**src/rtl/mdio_pkg.sv**
```systemverilog
package mdio_pkg;
  localparam int PHY_W      = 5;
  localparam int REG_W      = 5;
  localparam int DATA_W     = 16;
  localparam int PRE_BITS   = 33;
  localparam int RD_CMD     = 16;
  localparam int WR_CMD     = 32;
  localparam int RD_TAIL    = 19;
  localparam int WR_TAIL    = 2;
  localparam int FRAME_W    = WR_CMD;
  localparam int BITCNT_W   = $clog2(PRE_BITS + 1);

  typedef enum logic [1:0] {
    ST_IDLE,
    ST_PRE,
    ST_CMD,
    ST_TAIL
  } mdioState_t;

  typedef struct packed {
    logic load;
    logic shift;
    logic sample;
    logic finish;
  } dpCtrl_t;
endpackage

```
**src/rtl/mdio_ctrl.sv**
```systemverilog
module mdio_ctrl
  import mdio_pkg::*;
#(
  parameter int HALF_DIV = 40
) (
  input  logic    clk,
  input  logic    rstN,
  input  logic    reqValid,
  input  logic    reqWrite,
  output logic    busy,
  output logic    done,
  output logic    mdc,
  output logic    mdioOe,
  output logic    drivePre,
  output dpCtrl_t dpCtrl
);
  localparam int CNT_W = $clog2(HALF_DIV + 1);
  localparam logic [CNT_W-1:0] CNT_LAST = CNT_W'(HALF_DIV - 1);

  mdioState_t state;
  logic [CNT_W-1:0] phaseCnt;
  logic [BITCNT_W-1:0] bitCnt;
  logic mdcReg;
  logic opWrite;
  logic halfEnd;
  logic lastBit;
  logic accept;

  assign accept  = reqValid && (state == ST_IDLE);
  assign halfEnd = (phaseCnt == CNT_LAST);

  always_comb begin
    unique case (state)
      ST_PRE:  lastBit = (bitCnt == BITCNT_W'(PRE_BITS - 1));
      ST_CMD:  lastBit = opWrite ? (bitCnt == BITCNT_W'(WR_CMD - 1))
                                 : (bitCnt == BITCNT_W'(RD_CMD - 1));
      ST_TAIL: lastBit = opWrite ? (bitCnt == BITCNT_W'(WR_TAIL - 1))
                                 : (bitCnt == BITCNT_W'(RD_TAIL - 1));
      default: lastBit = 1'b0;
    endcase
  end

  always_comb begin
    dpCtrl.load   = accept;
    dpCtrl.shift  = halfEnd && mdcReg && (state == ST_CMD);
    dpCtrl.sample = halfEnd && !mdcReg && (state == ST_TAIL) && !opWrite;
    dpCtrl.finish = halfEnd && mdcReg && (state == ST_TAIL) && lastBit && !opWrite;
  end

  always_ff @(posedge clk) begin
    if (!rstN) begin
      state    <= ST_IDLE;
      phaseCnt <= '0;
      bitCnt   <= '0;
      mdcReg   <= 1'b0;
      opWrite  <= 1'b0;
      done     <= 1'b0;
    end else begin
      done <= 1'b0;
      if (accept) begin
        state    <= ST_PRE;
        phaseCnt <= '0;
        bitCnt   <= '0;
        mdcReg   <= 1'b0;
        opWrite  <= reqWrite;
      end else if (state != ST_IDLE) begin
        if (halfEnd) begin
          phaseCnt <= '0;
          mdcReg   <= ~mdcReg;
          if (mdcReg) begin
            if (lastBit) begin
              bitCnt <= '0;
              unique case (state)
                ST_PRE:  state <= ST_CMD;
                ST_CMD:  state <= ST_TAIL;
                default: begin
                  state <= ST_IDLE;
                  done  <= 1'b1;
                end
              endcase
            end else begin
              bitCnt <= bitCnt + 1'b1;
            end
          end
        end else begin
          phaseCnt <= phaseCnt + 1'b1;
        end
      end
    end
  end

  assign busy     = (state != ST_IDLE);
  assign mdc      = mdcReg;
  assign mdioOe   = (state == ST_PRE) || (state == ST_CMD);
  assign drivePre = (state == ST_PRE);
endmodule

```
**src/rtl/mdio_dp.sv**
```systemverilog
module mdio_dp
  import mdio_pkg::*;
(
  input  logic              clk,
  input  logic              rstN,
  input  dpCtrl_t           dpCtrl,
  input  logic              reqWrite,
  input  logic [PHY_W-1:0]  phyAddr,
  input  logic [REG_W-1:0]  regAddr,
  input  logic [DATA_W-1:0] wrData,
  input  logic              drivePre,
  input  logic              mdioIn,
  output logic              mdioOut,
  output logic [DATA_W-1:0] rdData
);
  logic [FRAME_W-1:0] shiftOut;
  logic [RD_TAIL-1:0] shiftIn;
  logic [FRAME_W-1:0] rdFrame;
  logic [FRAME_W-1:0] wrFrame;

  assign rdFrame = {6'b110110, phyAddr, regAddr, {(FRAME_W - RD_CMD){1'b0}}};
  assign wrFrame = {4'b0101, phyAddr, regAddr, 2'b10, wrData};

  always_ff @(posedge clk) begin
    if (!rstN) begin
      shiftOut <= '0;
      shiftIn  <= '0;
      rdData   <= '0;
    end else begin
      if (dpCtrl.load) begin
        shiftOut <= reqWrite ? wrFrame : rdFrame;
      end else if (dpCtrl.shift) begin
        shiftOut <= {shiftOut[FRAME_W-2:0], 1'b0};
      end
      if (dpCtrl.sample) begin
        shiftIn <= {shiftIn[RD_TAIL-2:0], mdioIn};
      end
      if (dpCtrl.finish) begin
        rdData <= shiftIn[RD_TAIL-3:RD_TAIL-2-DATA_W];
      end
    end
  end

  assign mdioOut = drivePre ? 1'b1 : shiftOut[FRAME_W-1];
endmodule

```
**src/rtl/mdio_master.sv**
```systemverilog
module mdio_master
  import mdio_pkg::*;
#(
  parameter int HALF_DIV = 40
) (
  input  logic        clk,
  input  logic        rstN,
  input  logic        reqValid,
  input  logic        reqWrite,
  input  logic [4:0]  phyAddr,
  input  logic [4:0]  regAddr,
  input  logic [15:0] wrData,
  output logic        busy,
  output logic        done,
  output logic [15:0] rdData,
  output logic        mdc,
  output logic        mdioOut,
  output logic        mdioOe,
  input  logic        mdioIn
);
  dpCtrl_t dpCtrl;
  logic    drivePre;

  mdio_ctrl #(.HALF_DIV(HALF_DIV)) uCtrl (
    .clk      (clk),
    .rstN     (rstN),
    .reqValid (reqValid),
    .reqWrite (reqWrite),
    .busy     (busy),
    .done     (done),
    .mdc      (mdc),
    .mdioOe   (mdioOe),
    .drivePre (drivePre),
    .dpCtrl   (dpCtrl)
  );

  mdio_dp uDp (
    .clk      (clk),
    .rstN     (rstN),
    .dpCtrl   (dpCtrl),
    .reqWrite (reqWrite),
    .phyAddr  (phyAddr),
    .regAddr  (regAddr),
    .wrData   (wrData),
    .drivePre (drivePre),
    .mdioIn   (mdioIn),
    .mdioOut  (mdioOut),
    .rdData   (rdData)
  );
endmodule

```
**config.mk**
```make
export PLATFORM = sky130hd
export DESIGN_NAME = mdio_master
export DESIGN_NICKNAME = d
export VERILOG_FILES = /design/src/rtl/mdio_pkg.sv /design/src/rtl/mdio_ctrl.sv /design/src/rtl/mdio_dp.sv /design/src/rtl/mdio_master.sv
export SDC_FILE = /design/constraint.sdc
export NUM_CORES = 1
export LEC_CHECK = 0
export BUFFER_PORTS_ARGS = -buffer_cell sky130_fd_sc_hd__buf_4
export CAP_MARGIN = 40
export CORE_ASPECT_RATIO = 0.6
export CORE_MARGIN = 5
export CORE_UTILIZATION = 59
export DETAILED_ROUTE_END_ITERATION = 16
export GPL_TIMING_DRIVEN = 0
export PLACE_DENSITY = 0.84
export SETUP_SLACK_MARGIN = 0.4
export SLEW_MARGIN = 20
export SYNTH_ARGS = -nofsm -noshare
export SYNTH_HDL_FRONTEND = slang
export SYNTH_HIERARCHICAL = 1
export SYNTH_SLANG_ARGS = --single-unit
export TNS_END_PERCENT = 30
```
**constraint.sdc**
```tcl
create_clock -name clk -period 6.8 [get_ports clk]
set_input_delay 1.02 -clock clk [delete_from_list [all_inputs] [get_ports clk]]
set_output_delay 1.02 -clock clk [all_outputs]
set_load 0.005 [all_outputs]
```
==> Flow_metrics.wiki, run 1 <==
{| class="wikitable"
! Metric !! Value
|-
| Initial Util || about 62%
|-
| Result of the run || complete, no violations
|-
| Maximum clock frequency || between 300 and 400 MHz
|-
| Via count of the first global-routing pass || 3109
|-
| Synthesized area || a little under 4000 um2
|-
| Vert. Die Dim || 72.9 um
|-
| Share of cells above drive strength 1 || 21.0%
|-
| Count of antenna-violating nets left after detailed routing || 0
|-
| Syn_nets || roughly 440
|-
| Path class of the lowest-slack min-delay path || reg -> reg
|-
| Area added between synthesis and finish || 16.7%
|-
| Leakage component of the power || 0.00164 uW
|-
| Req. time, crit path || 7.03 ns
|-
| Aggregate routed wire length || roughly 8400 um
|-
| Total clock buffers created by CTS || 9
|-
| GRT Residual Overflow || 0
|-
| Crit-path max FO || 10
|-
| Port buffer count || a little over 50
|-
| CP max stage cell || sky130_fd_sc_hd__dfxtp_1
|-
| Die Outline Area || ~8400 um2
|-
| Register bit count reported by yosys || between 80 and 90
|-
| Shortest clock period the worst path allows after layout || between 2 and 3 ns
|-
| Post-CTS Repair Setup Buffers || 0
|-
| Arrival time reported for the critical path endpoint || ~3.0 ns
|-
| Overall track demand over capacity in global routing || a little over a fifth
|-
| Number of rows created at floorplan || 22
|-
| First element of the critical path || uCtrl/state[0]
|-
| Overall power after layout || 877 uW
|-
| Post-cts resize count || 0
|-
| CTS H-tree depth || 3
|-
| Number of cells in the design after placement || approximately 530
|-
| Dominant synthesized flop cell || sky130_fd_sc_hd__dfxtp_1
|-
| Total core area || between 6000 and 7000 um2
|-
| Clock sinks || roughly 80
|-
| DRC marker count from the first detailed-route iteration || approximately 240
|-
| TritonCTS clock tree || yes
|-
| Setup TNS after final layout || 0 ns
|-
| Slowest cell delay on critical path || roughly 0.42 ns
|-
| Clock skew || roughly 0.008 ns
|-
| Critical path class || reg -> reg
|-
| Slew at the pin with the worst max-slew slack || ~0.48 ns
|-
| Max-capacitance violation count || 0
|-
| Worst path cell trace || inv_1 -> ha_1 -> nor2_1 -> xor2_1 -> a211oi_2 -> o2111ai_2 -> or2_1 -> nor2_1 -> buf_4 -> buf_6 -> mux2i_1 -> nor2b_1
|-
| DRC viols || 0
|-
| Relative max-transition margin || between 60% and 70%
|-
| Distinct cells, synth || 47
|-
| Proportion of synthesized flip-flops having asynchronous set or reset || 0%
|-
| Worst-Skew Late Latency || approximately 0.34 ns
|-
| Cts hold-fix bufs || 0
|-
| Power density over the cells || about 190 nW/um2
|-
| Most numerous cell on the critical path || sky130_fd_sc_hd__nor2_1
|-
| Clock Tree Root || sky130_fd_sc_hd__clkbuf_8
|-
| Via count || about 3000
|-
| Number of synthesized flops with an enable pin || 0
|-
| Number of hold violations in the final report || 0
|-
| Maximum number of pins on one net before global-route repair || 14
|-
| DP HPWL || slightly above 6000 um
|-
| Wire length per cell after detailed routing || 15.3 um
|-
| Pre-CTS WS || approximately 4.0 ns
|-
| Number of max-slew violations in the final report || 0
|-
| Commonest cells after routing, fill and taps aside || sky130_fd_sc_hd__dfxtp_1, sky130_fd_sc_hd__mux2i_1, sky130_fd_sc_hd__buf_4, sky130_fd_sc_hd__nor2b_1, sky130_fd_sc_hd__nand3_1
|-
| Clock Path Buffers || 2
|-
| Count of synthesis-stage warnings from yosys || 6
|-
| Final setup vio count || 0
|-
| End-of-flow core utilization || about 73%
|-
| Initial antenna violation count || 0
|-
| Crit end category || flip-flop
|-
| Antenna diodes || 0
|-
| Post-synthesis sequential area ratio || ~42%
|-
| Routability congestion estimate || around 0.86
|-
| Worst-case setup margin in the final layout || between 4 and 5 ns
|-
| Worst setup SP type || flip-flop
|-
| Number of top-level pins || 52
|-
| Worst Min Path Start || uDp/shiftOut[28]
|-
| RSZ-0062 raised after global routing || false
|-
| Cell count after synthesis || between 300 and 400
|-
| Number of nets in the layout || 500
|-
| Fin crit share || roughly two fifths
|-
| Via count normalized by instance count || approximately 5.5
|-
| VDD IR max || roughly 0.00016 V
|-
| Fillers || 455
|-
| Most common cell after layout, fill and taps aside || sky130_fd_sc_hd__dfxtp_1
|-
| Wire length of the first global-routing pass || 14400 um
|-
| Number of detailed-routing iterations run before antenna repair || 5
|-
| Clock edge transition at the registers on the reported setup and hold paths || 0.08 ns
|-
| Mapped Avg Cell Area || about 10 um2
|-
| Final non-filler cell total || between 500 and 600
|-
| Width of the die || between 100 and 150 um
|-
| Worst R2R Start || uCtrl/state[0]
|}
-- layout make-up --
| type | count | area [um2] | area share [%] |
|---|---|---|---|
| Multi-Input combinational cell | 281 | 2000 | 44.1 |
| Sequential cell | 82 | 1640 | 36.1 |
| Timing Repair Buffer | 51 | 383 | 8.42 |
| Buffer | 29 | 223 | 4.90 |
| Clock buffer | 11 | 131 | 2.89 |
| Tap cell | 84 | 105 | 2.31 |
| Clock inverter | 5 | 31.3 | 0.688 |
| Inverter | 7 | 26.3 | 0.578 |
-- power breakdown --
group	switching, uW	internal [uW]	total (uW)
Combinational	39.6	38.8	78.4
Sequential	6.87	491	498
Clock	169	132	300
-- synth_stat cells (2+ instances only) --
library cell / count / area [um2]
sky130_fd_sc_hd__and4_1: 2 / 17.5
sky130_fd_sc_hd__xnor2_1: 3 / 26.3
sky130_fd_sc_hd__o21ai_1: 18 / 90.1
sky130_fd_sc_hd__o21ai_0: 4 / 20.0
sky130_fd_sc_hd__buf_4: 5 / 37.5
sky130_fd_sc_hd__a21oi_1: 8 / 40.0
sky130_fd_sc_hd__ha_1: 8 / 100
sky130_fd_sc_hd__o211ai_1: 2 / 15.0
sky130_fd_sc_hd__nor2_1: 15 / 56.3
sky130_fd_sc_hd__buf_12: 2 / 40.0
sky130_fd_sc_hd__buf_2: 8 / 40.0
sky130_fd_sc_hd__mux2i_1: 72 / 721
sky130_fd_sc_hd__buf_6: 7 / 78.8
sky130_fd_sc_hd__nor2b_1: 36 / 225
sky130_fd_sc_hd__nor3_1: 7 / 35.0
sky130_fd_sc_hd__or2_2: 2 / 12.5
sky130_fd_sc_hd__o22ai_1: 8 / 50.1
sky130_fd_sc_hd__inv_1: 6 / 22.5
sky130_fd_sc_hd__and2_1: 18 / 113
sky130_fd_sc_hd__xor2_1: 3 / 26.3
sky130_fd_sc_hd__dfxtp_1: 82 / 1640
sky130_fd_sc_hd__a21boi_1: 3 / 22.5
sky130_fd_sc_hd__clkbuf_1: 7 / 26.3
sky130_fd_sc_hd__nand2_1: 20 / 75.1
sky130_fd_sc_hd__nand4_1: 2 / 12.5
sky130_fd_sc_hd__a31oi_1: 4 / 25.0
sky130_fd_sc_hd__nand3_1: 25 / 125
sky130_fd_sc_hd__nand3b_1: 3 / 22.5
-- metrics by stage --
step                      instance area (um2)  hold WS [ns]
after floorplan                          3890         0.460
after global placement                   4380         0.482
after detailed placement                 4380         0.494
after CTS                                4550         0.508
after global routing                     4550         0.537
final                                    4550         0.509
-- flip-flops by register name (all words and copies together), names as in the netlist --
register / count
uDp/shiftOut: 32
uDp/shiftIn: 17
uDp/rdData: 16
uCtrl/bitCnt: 6
uCtrl/phaseCnt: 6
uCtrl/state: 2
uCtrl/done: 1
uCtrl/mdc: 1
uCtrl/opWrite: 1
-- critical path: cells and delay by family (launching register included) --
family | cells | cell delay [ns]
AOI/OAI and AO/OA | 2 | 0.44
xor gates and xnor gates | 1 | 0.13
adders and majority gates | 1 | 0.21
buffers and inverters | 3 | 0.50
DFF | 1 | 0.42
muxes | 1 | 0.21
and+or+nand+nor | 4 | 0.76
-- per-layer routing --
metal	global-route usage (%)	part of all wire [%]	routed length, um
met1	29.1	48	4060
met2	32.4	44	3660
met3	6.96	7.4	627
met4	6.64	0.76	64
met5	0	0	0
-- final timing paths --
| check | end | slack [ns] | depth (start not counted) |
|---|---|---|---|
| worst max-delay path | uDp/rdData[9] | 4.02 | 12 |
| worst min-delay path | uDp/shiftOut[29] | 0.51 | 2 |
| worst min register to register | uDp/shiftOut[29] | 0.51 | 2 |
| worst max register to register | uDp/rdData[9] | 4.02 | 12 |
-- cell families (layout without fill, tap and decap cells) --
logic type | count (synthesis) | after routing | share of synthesized area [%]
mux | 73 | 73 | 18.9
buf+inv | 36 | 103 | 6.39
compound gates | 55 | 55 | 8.80
xor+xnor | 6 | 6 | 1.35
fa+ha+maj | 8 | 8 | 2.57
flops | 82 | 82 | 42.1
simple gates | 139 | 139 | 19.9
No activity file was read; power rests on OpenSTA's default activity.
==> run 2, diff against run 1 <==
CORE_UTILIZATION = 57   (was 59)
PLACE_DENSITY = 0.82   (was 0.84)
clock period = 2.6 ns   (was 6.8 ns; I/O delays follow)
==> run 2 against run 1 <==
Against the previous run: first-iteration DRC count fell by 45%; sequential power rose to 2.6 times the previous value; cell count up 2.2%; clock skew about the same; utilization up 1.2 points; design area grew 8.1%; worst setup slack lost 3.7 ns; die area is 3.1% higher; highest routed layer unchanged; total power grew to 3.2 times the previous value; combinational power rose to 2.7 times the previous value; maximum frequency increased by 22%; global-route usage increased by 0.26 points.
==> Flow_metrics.wiki, run 2 (synthesized netlist as in run 1, its figures left out) <==
{| class="wikitable"
! Metric !! Value
|-
| Critical path class || reg -> reg
|-
| DP HPWL || roughly 5900 um
|-
| Worst path cell trace || ha_4 -> nor2_4 -> xor2_2 -> a211oi_4 -> o2111ai_2 -> or2_1 -> nor2_2 -> buf_6 -> buf_4 -> mux2i_2 -> nor2b_1
|-
| Overall power after layout || roughly 2800 uW
|-
| Shortest clock period the worst path allows after layout || 2.28 ns
|-
| Wire length per cell after detailed routing || 15.7 um
|-
| Most common cell after layout, fill and taps aside || sky130_fd_sc_hd__dfxtp_1
|-
| Number of top-level pins || between 50 and 60
|-
| Number of nets in the layout || 509
|-
| Largest register by flop count || uDp/shiftOut
|-
| Wire length of the first global-routing pass || between 10000 and 15000 um
|-
| Number of rows created at floorplan || 23
|-
| Worst setup SP type || flip-flop
|-
| CP max stage cell || sky130_fd_sc_hd__dfxtp_4
|-
| Slowest cell delay on critical path || 0.38 ns
|-
| Clock Tree Root || sky130_fd_sc_hd__clkbuf_16
|-
| Leakage component of the power || roughly 0.0018 uW
|-
| Worst-Skew Late Latency || approximately 0.33 ns
|-
| Area added between synthesis and finish || 26.1%
|-
| Slew at the pin with the worst max-slew slack || just under 0.5 ns
|-
| Via count || between 3000 and 4000
|-
| Port buffer count || just over 50
|-
| VDD IR max || ~0.00042 V
|-
| DRC marker count from the first detailed-route iteration || 133
|-
| Clock edge transition at the registers on the reported setup and hold paths || 0.06 ns
|-
| Antenna diodes || 0
|-
| Via count normalized by instance count || 5.44
|-
| Commonest cells after routing, fill and taps aside || sky130_fd_sc_hd__dfxtp_1, sky130_fd_sc_hd__mux2i_1, sky130_fd_sc_hd__buf_4, sky130_fd_sc_hd__nor2b_1, sky130_fd_sc_hd__nand3_1
|-
| RSZ-0062 raised after global routing || true
|-
| Overall track demand over capacity in global routing || 21.7%
|-
| Aggregate routed wire length || slightly below 9000 um
|-
| Initial antenna violation count || 0
|-
| Power density over the cells || around 570 nW/um2
|-
| Setup TNS after final layout || 0 ns
|-
| Crit end category || flip-flop
|-
| Arrival time reported for the critical path endpoint || 2.49 ns
|-
| Die Outline Area || just under 9000 um2
|-
| GRT Residual Overflow || 0
|-
| CTS H-tree depth || 3
|-
| Count of antenna-violating nets left after detailed routing || 0
|-
| Cts hold-fix bufs || 0
|-
| Crit-path max FO || 6
|-
| Number of buffer and inverter instances along the worst setup path || 2
|-
| Result of the run || complete, no violations
|-
| Worst-case setup margin in the final layout || 0.317 ns
|-
| Path class of the lowest-slack min-delay path || in -> reg
|-
| Via count of the first global-routing pass || between 3000 and 4000
|-
| Clock Path Buffers || 2
|-
| Clock sinks || 82
|-
| Registers with the highest flip-flop counts || uDp/shiftOut: 32 flops, uDp/shiftIn: 17 flops, uDp/rdData: 16 flops
|-
| Total clock buffers created by CTS || 9
|-
| Vert. Die Dim || around 74 um
|-
| End-of-flow core utilization || around three quarters
|-
| Final setup vio count || 0
|-
| Maximum clock frequency || about 440 MHz
|-
| Relative max-transition margin || around two thirds
|-
| Maximum number of pins on one net before global-route repair || 14
|-
| Max-capacitance violation count || 0
|-
| Number of hold violations in the final report || 0
|-
| Fin crit share || approximately 90%
|-
| Pre-CTS WS || 0.0890 ns
|-
| TritonCTS clock tree || yes
|-
| Number of max-slew violations in the final report || 0
|-
| Initial Util || between 50% and 60%
|-
| Cell family with the largest share of critical-path delay || simple AND/OR/NAND/NOR gates
|-
| Total core area || about 6600 um2
|-
| Width of the die || around 120 um
|-
| Number of flip-flops under the largest register name || 32
|-
| DRC viols || 0
|-
| Routability congestion estimate || approximately 0.85
|-
| Number of detailed-routing iterations run before antenna repair || 4
|-
| Share of cells above drive strength 1 || between 20% and 30%
|-
| Req. time, crit path || between 2 and 3 ns
|-
| Clock skew || approximately 0.0082 ns
|}
-- run 2: cell types whose count changed in the layout (fill, tap and decap cells not counted), sizes merged --
cell	change
buf	+9
clkinv	-3
clkbuf	+2
bufinv	+1
-- run 2: layout make-up --
class / instances / area [um2]
Tap cell: 87 / 109
Clock inverter: 3 / 46.3
Buffer: 29 / 241
Sequential cell: 82 / 1650
Fill cell: 460 / 1730
Multi-Input combinational cell: 281 / 2090
Clock buffer: 13 / 270
Inverter: 7 / 28.8
Timing Repair Buffer: 60 / 474
-- run 2: path summary, 6_finish.rpt --
path,from,slack (ns),to,cells past startpoint
min reg2reg,uCtrl/bitCnt[1],0.50,uCtrl/bitCnt[1],2
max reg2reg,uCtrl/state[1],0.32,uDp/rdData[11],11
min,regAddr[1],0.32,uDp/shiftOut[17],2
max,uCtrl/state[1],0.32,uDp/rdData[11],11
-- run 2: report_power, final --
part	leakage, uW	internal, uW	total, uW	switching [uW]
clock network	0.000152	824	1300	479
logic	0.000955	105	212	107
registers	0.000666	1290	1310	18.8
total	0.00177	2220	2820	604
-- run 2: metal layers --
layer  track usage, %  vias to the layer above  share of wire, %
li1                 -                     1531                 -
met1             30.0                     1434                49
met2             33.3                       80                45
met3             5.28                       12               5.1
met4             7.63                        0               1.2
met5                0                        -                 0
-- run 2: timing repair --
| action | CTS | global route |
|---|---|---|
| buffers inserted | 8 | 0 |
| resized for setup | 18 | 7 |
| setup endpoints to repair | 16 | 16 |
| pin swaps | 6 | 6 |
| gates cloned | 1 | 0 |
-- run 2: worst reg2reg max path, delay by kind of cell, from the launching register on --
kind | cells | cell delay (ns)
buf+inv | 2 | 0.28
simple gates | 4 | 0.66
compound gates | 2 | 0.33
mux | 1 | 0.21
fa+ha+maj | 1 | 0.20
flops | 1 | 0.38
xor+xnor | 1 | 0.11
-- run 2: per-stage QoR --
step	instances	hold slack, ns	instance area [um2]
after floorplan	399	0.460	3910
after global routing	562	0.323	4910
final	562	0.316	4910
after global placement	537	0.476	4400
after CTS	562	0.302	4880
after detailed placement	537	0.489	4400
==> run 3, diff against run 2 <==
CTS_BUF_LIST = sky130_fd_sc_hd__clkbuf_16   (was default)
REMOVE_ABC_BUFFERS = 1   (was default)
==> run 3 against run 2 <==
Against the previous run: non-clock buffer count decreased by 22; worst setup slack got worse by 0.062 ns; utilization decreased by 1.5 points; combinational power decreased by 5%; total power increased by 0.65%; critical path depth unchanged; wire length decreased by 4.6%; worst hold slack got worse by 0.012 ns; cell count decreased by 3.9%; global-route usage decreased by 1.7 points; clock power about the same; flip-flop and latch count unchanged; highest routed layer unchanged.
==> Flow_metrics.wiki, run 3 (synthesized netlist as in run 1, its figures left out) <==
{| class="wikitable"
! Metric !! Value
|-
| Result of the run || complete, no violations
|-
| Number of cells in the design after placement || between 500 and 600
|-
| Port buffer count || slightly above 50
|-
| Met2 wire length || 3820 um
|-
| Initial Util || 58.6%
|-
| Maximum number of pins on one net before global-route repair || 63
|-
| Fin crit share || between 90% and 100%
|-
| Via count normalized by instance count || approximately 5.5
|-
| Number of detailed-routing iterations run before antenna repair || 5
|-
| Worst-Skew Late Latency || 0.34 ns
|-
| Logic pwr share || 7.1%
|-
| Wire length of the first global-routing pass || roughly 13000 um
|-
| Largest register by flop count || uDp/shiftOut
|-
| Crit end category || flip-flop
|-
| GRT Residual Overflow || 0
|-
| Number of flip-flops under the largest register name || 32
|-
| Area taken by multi-input logic gates || around 2100 um2
|-
| Portion of total power attributed to the clock network || ~47%
|-
| Via count || between 2000 and 3000
|-
| Clock skew || 0.00738 ns
|-
| Total clock buffers created by CTS || 9
|-
| Number of max-slew violations in the final report || 0
|-
| Cell-internal power || between 2000 and 2500 uW
|-
| RSZ-0062 raised after global routing || true
|-
| Count of antenna-violating nets left after detailed routing || 0
|-
| CP max stage cell || sky130_fd_sc_hd__dfxtp_4
|-
| Number of nets in the layout || approximately 490
|-
| Shortest clock period the worst path allows after layout || ~2.3 ns
|-
| Cts hold-fix bufs || 0
|-
| Sequential power share || between 40% and 50%
|-
| Register area || between 1500 and 2000 um2
|-
| Antenna diodes || 0
|-
| Final setup vio count || 0
|-
| DP HPWL || between 5000 and 6000 um
|-
| DRC marker count from the first detailed-route iteration || 196
|-
| Overall track demand over capacity in global routing || approximately 20%
|-
| Share of cells above drive strength 1 || between 20 and 25%
|-
| Clock Path Buffers || 2
|-
| DRC viols || 0
|-
| Req. time, crit path || 2.83 ns
|-
| Detailed route wirelength on metal3 || approximately 540 um
|-
| Relative max-transition margin || 62.5%
|-
| Leakage component of the power || between 0.0015 and 0.002 uW
|-
| Clock Tree Root || sky130_fd_sc_hd__clkbuf_16
|-
| Number of rows created at floorplan || 23
|-
| DR top layer || met4
|-
| Via count of the first global-routing pass || about 2700
|-
| Most common cell after layout, fill and taps aside || sky130_fd_sc_hd__dfxtp_1
|-
| Initial antenna violation count || 0
|-
| Number of top-level pins || 52
|-
| Power density over the cells || a little under 600 nW/um2
|-
| Worst path cell trace || ha_4 -> nor3_4 -> a21oi_2 -> o211ai_1 -> o2111ai_4 -> or2_4 -> nor2_4 -> buf_12 -> buf_8 -> mux2i_2 -> nor2b_1
|-
| Fillers || just under 500
|-
| Crit-path max FO || 6
|-
| Slew at the pin with the worst max-slew slack || 0.562 ns
|-
| Arrival time reported for the critical path endpoint || 2.57 ns
|-
| Setup TNS after final layout || 0 ns
|-
| Critical path class || reg -> reg
|-
| Minimum hold slack || 0.304 ns
|-
| CTS H-tree depth || 3
|-
| Width of the die || 117 um
|-
| Routed length on met1 || ~3900 um
|-
| Die Outline Area || just under 9000 um2
|-
| Commonest cells after routing, fill and taps aside || sky130_fd_sc_hd__dfxtp_1, sky130_fd_sc_hd__mux2i_1, sky130_fd_sc_hd__buf_4, sky130_fd_sc_hd__nor2b_1, sky130_fd_sc_hd__nand3_1
|-
| TritonCTS clock tree || yes
|-
| Aggregate routed wire length || 8410 um
|-
| Slowest cell delay on critical path || a little under 0.4 ns
|-
| Final non-filler cell total || 540
|-
| Routability congestion estimate || around 0.81
|-
| VDD IR max || ~0.00048 V
|-
| Path class of the lowest-slack min-delay path || in -> reg
|-
| Area added between synthesis and finish || 23.6%
|-
| Sw power || around 620 uW
|-
| Number of hold violations in the final report || 0
|-
| Total core area || about 6600 um2
|-
| End-of-flow core utilization || around 72%
|-
| Worst setup SP type || flip-flop
|-
| Clock edge transition at the registers on the reported setup and hold paths || roughly 0.060 ns
|-
| Vert. Die Dim || roughly 74 um
|-
| Maximum clock frequency || roughly 430 MHz
|-
| Registers with the highest flip-flop counts || uDp/shiftOut: 32 flops, uDp/shiftIn: 17 flops, uDp/rdData: 16 flops
|-
| Switch share || between 20% and 30%
|-
| Wire length per cell after detailed routing || between 15 and 20 um
|-
| Max-capacitance violation count || 0
|-
| Clock sinks || 82
|}
## run 3: cell count changes in the layout (fill, tap and decap cells not counted), moves of 2 or more
cell	delta
sky130_fd_sc_hd__clkbuf_8	-3
sky130_fd_sc_hd__nor2_4	+2
sky130_fd_sc_hd__buf_6	-7
sky130_fd_sc_hd__buf_4	-3
sky130_fd_sc_hd__nor3_1	-2
sky130_fd_sc_hd__buf_8	+2
sky130_fd_sc_hd__a21oi_2	+2
sky130_fd_sc_hd__buf_2	-7
sky130_fd_sc_hd__nor2_2	-2
sky130_fd_sc_hd__clkinvlp_4	+2
sky130_fd_sc_hd__clkbuf_1	-8
## run 3: layout make-up
cell class | count | share of cell area [%]
Clock buffer | 9 | 4.68
Timing Repair inverter | 1 | 0.104
Clock inverter | 6 | 1.74
Tap cell | 87 | 2.26
Sequential cell | 82 | 34.2
Inverter | 7 | 0.675
Timing Repair Buffer | 67 | 12.1
Multi-Input combinational cell | 281 | 44.2
## run 3: repair_timing
item / in CTS / in global routing
endpoints found under the setup margin: 40 / 50
setup buffers: 7 / 3
pin swaps: 8 / 6
gates resized for setup: 24 / 7
gates cloned: 1 / 1
## run 3: per-layer routing
layer  vias up  global-route usage [%]
li1       1491                       -
met2        83                    31.4
met3         8                    7.64
met5         -                       0
met4         0                    4.58
met1      1367                    26.4
## run 3: power groups by stage
| stage | logic [uW] | registers, uW | clock network, uW |
|---|---|---|---|
| 3_5_place_dp | 186 | 1330 | 0 |
| 2_1_floorplan | 100 | 1330 | 0 |
| 3_3_place_gp | 177 | 1330 | 0 |
| 4_1_cts | 192 | 1310 | 1350 |
| 5_1_grt | 223 | 1310 | 1410 |
| 6_report | 202 | 1310 | 1330 |
## run 3: worst paths after layout
kind                    startpoint                to  slack (ns)  depth (start not counted)
setup / recovery    uCtrl/state[1]    uDp/rdData[13]        0.25                         11
hold / removal          regAddr[1]  uDp/shiftOut[17]        0.30                          2
setup reg to reg    uCtrl/state[1]    uDp/rdData[13]        0.25                         11
hold reg to reg   uDp/shiftOut[29]  uDp/shiftOut[29]        0.51                          2
## run 3: metrics by stage
step	worst slack, ns	power (uW)	cell area (um2)
global placement	-1.40	1510	4160
global route	0.145	2950	4820
CTS	0.362	2850	4760
floorplan	-0.756	1430	3670
finish	0.254	2840	4820
detailed placement	-0.521	1520	4250
## run 3: critical path, delay by kind of cell (launching register included)
family / cells / cell delay [ns]
and+or+nand+nor: 4 / 0.65
AOI/OAI and AO/OA: 3 / 0.53
DFF: 1 / 0.39
buffers and inverters: 2 / 0.24
muxes: 1 / 0.22
adders and majority gates: 1 / 0.21
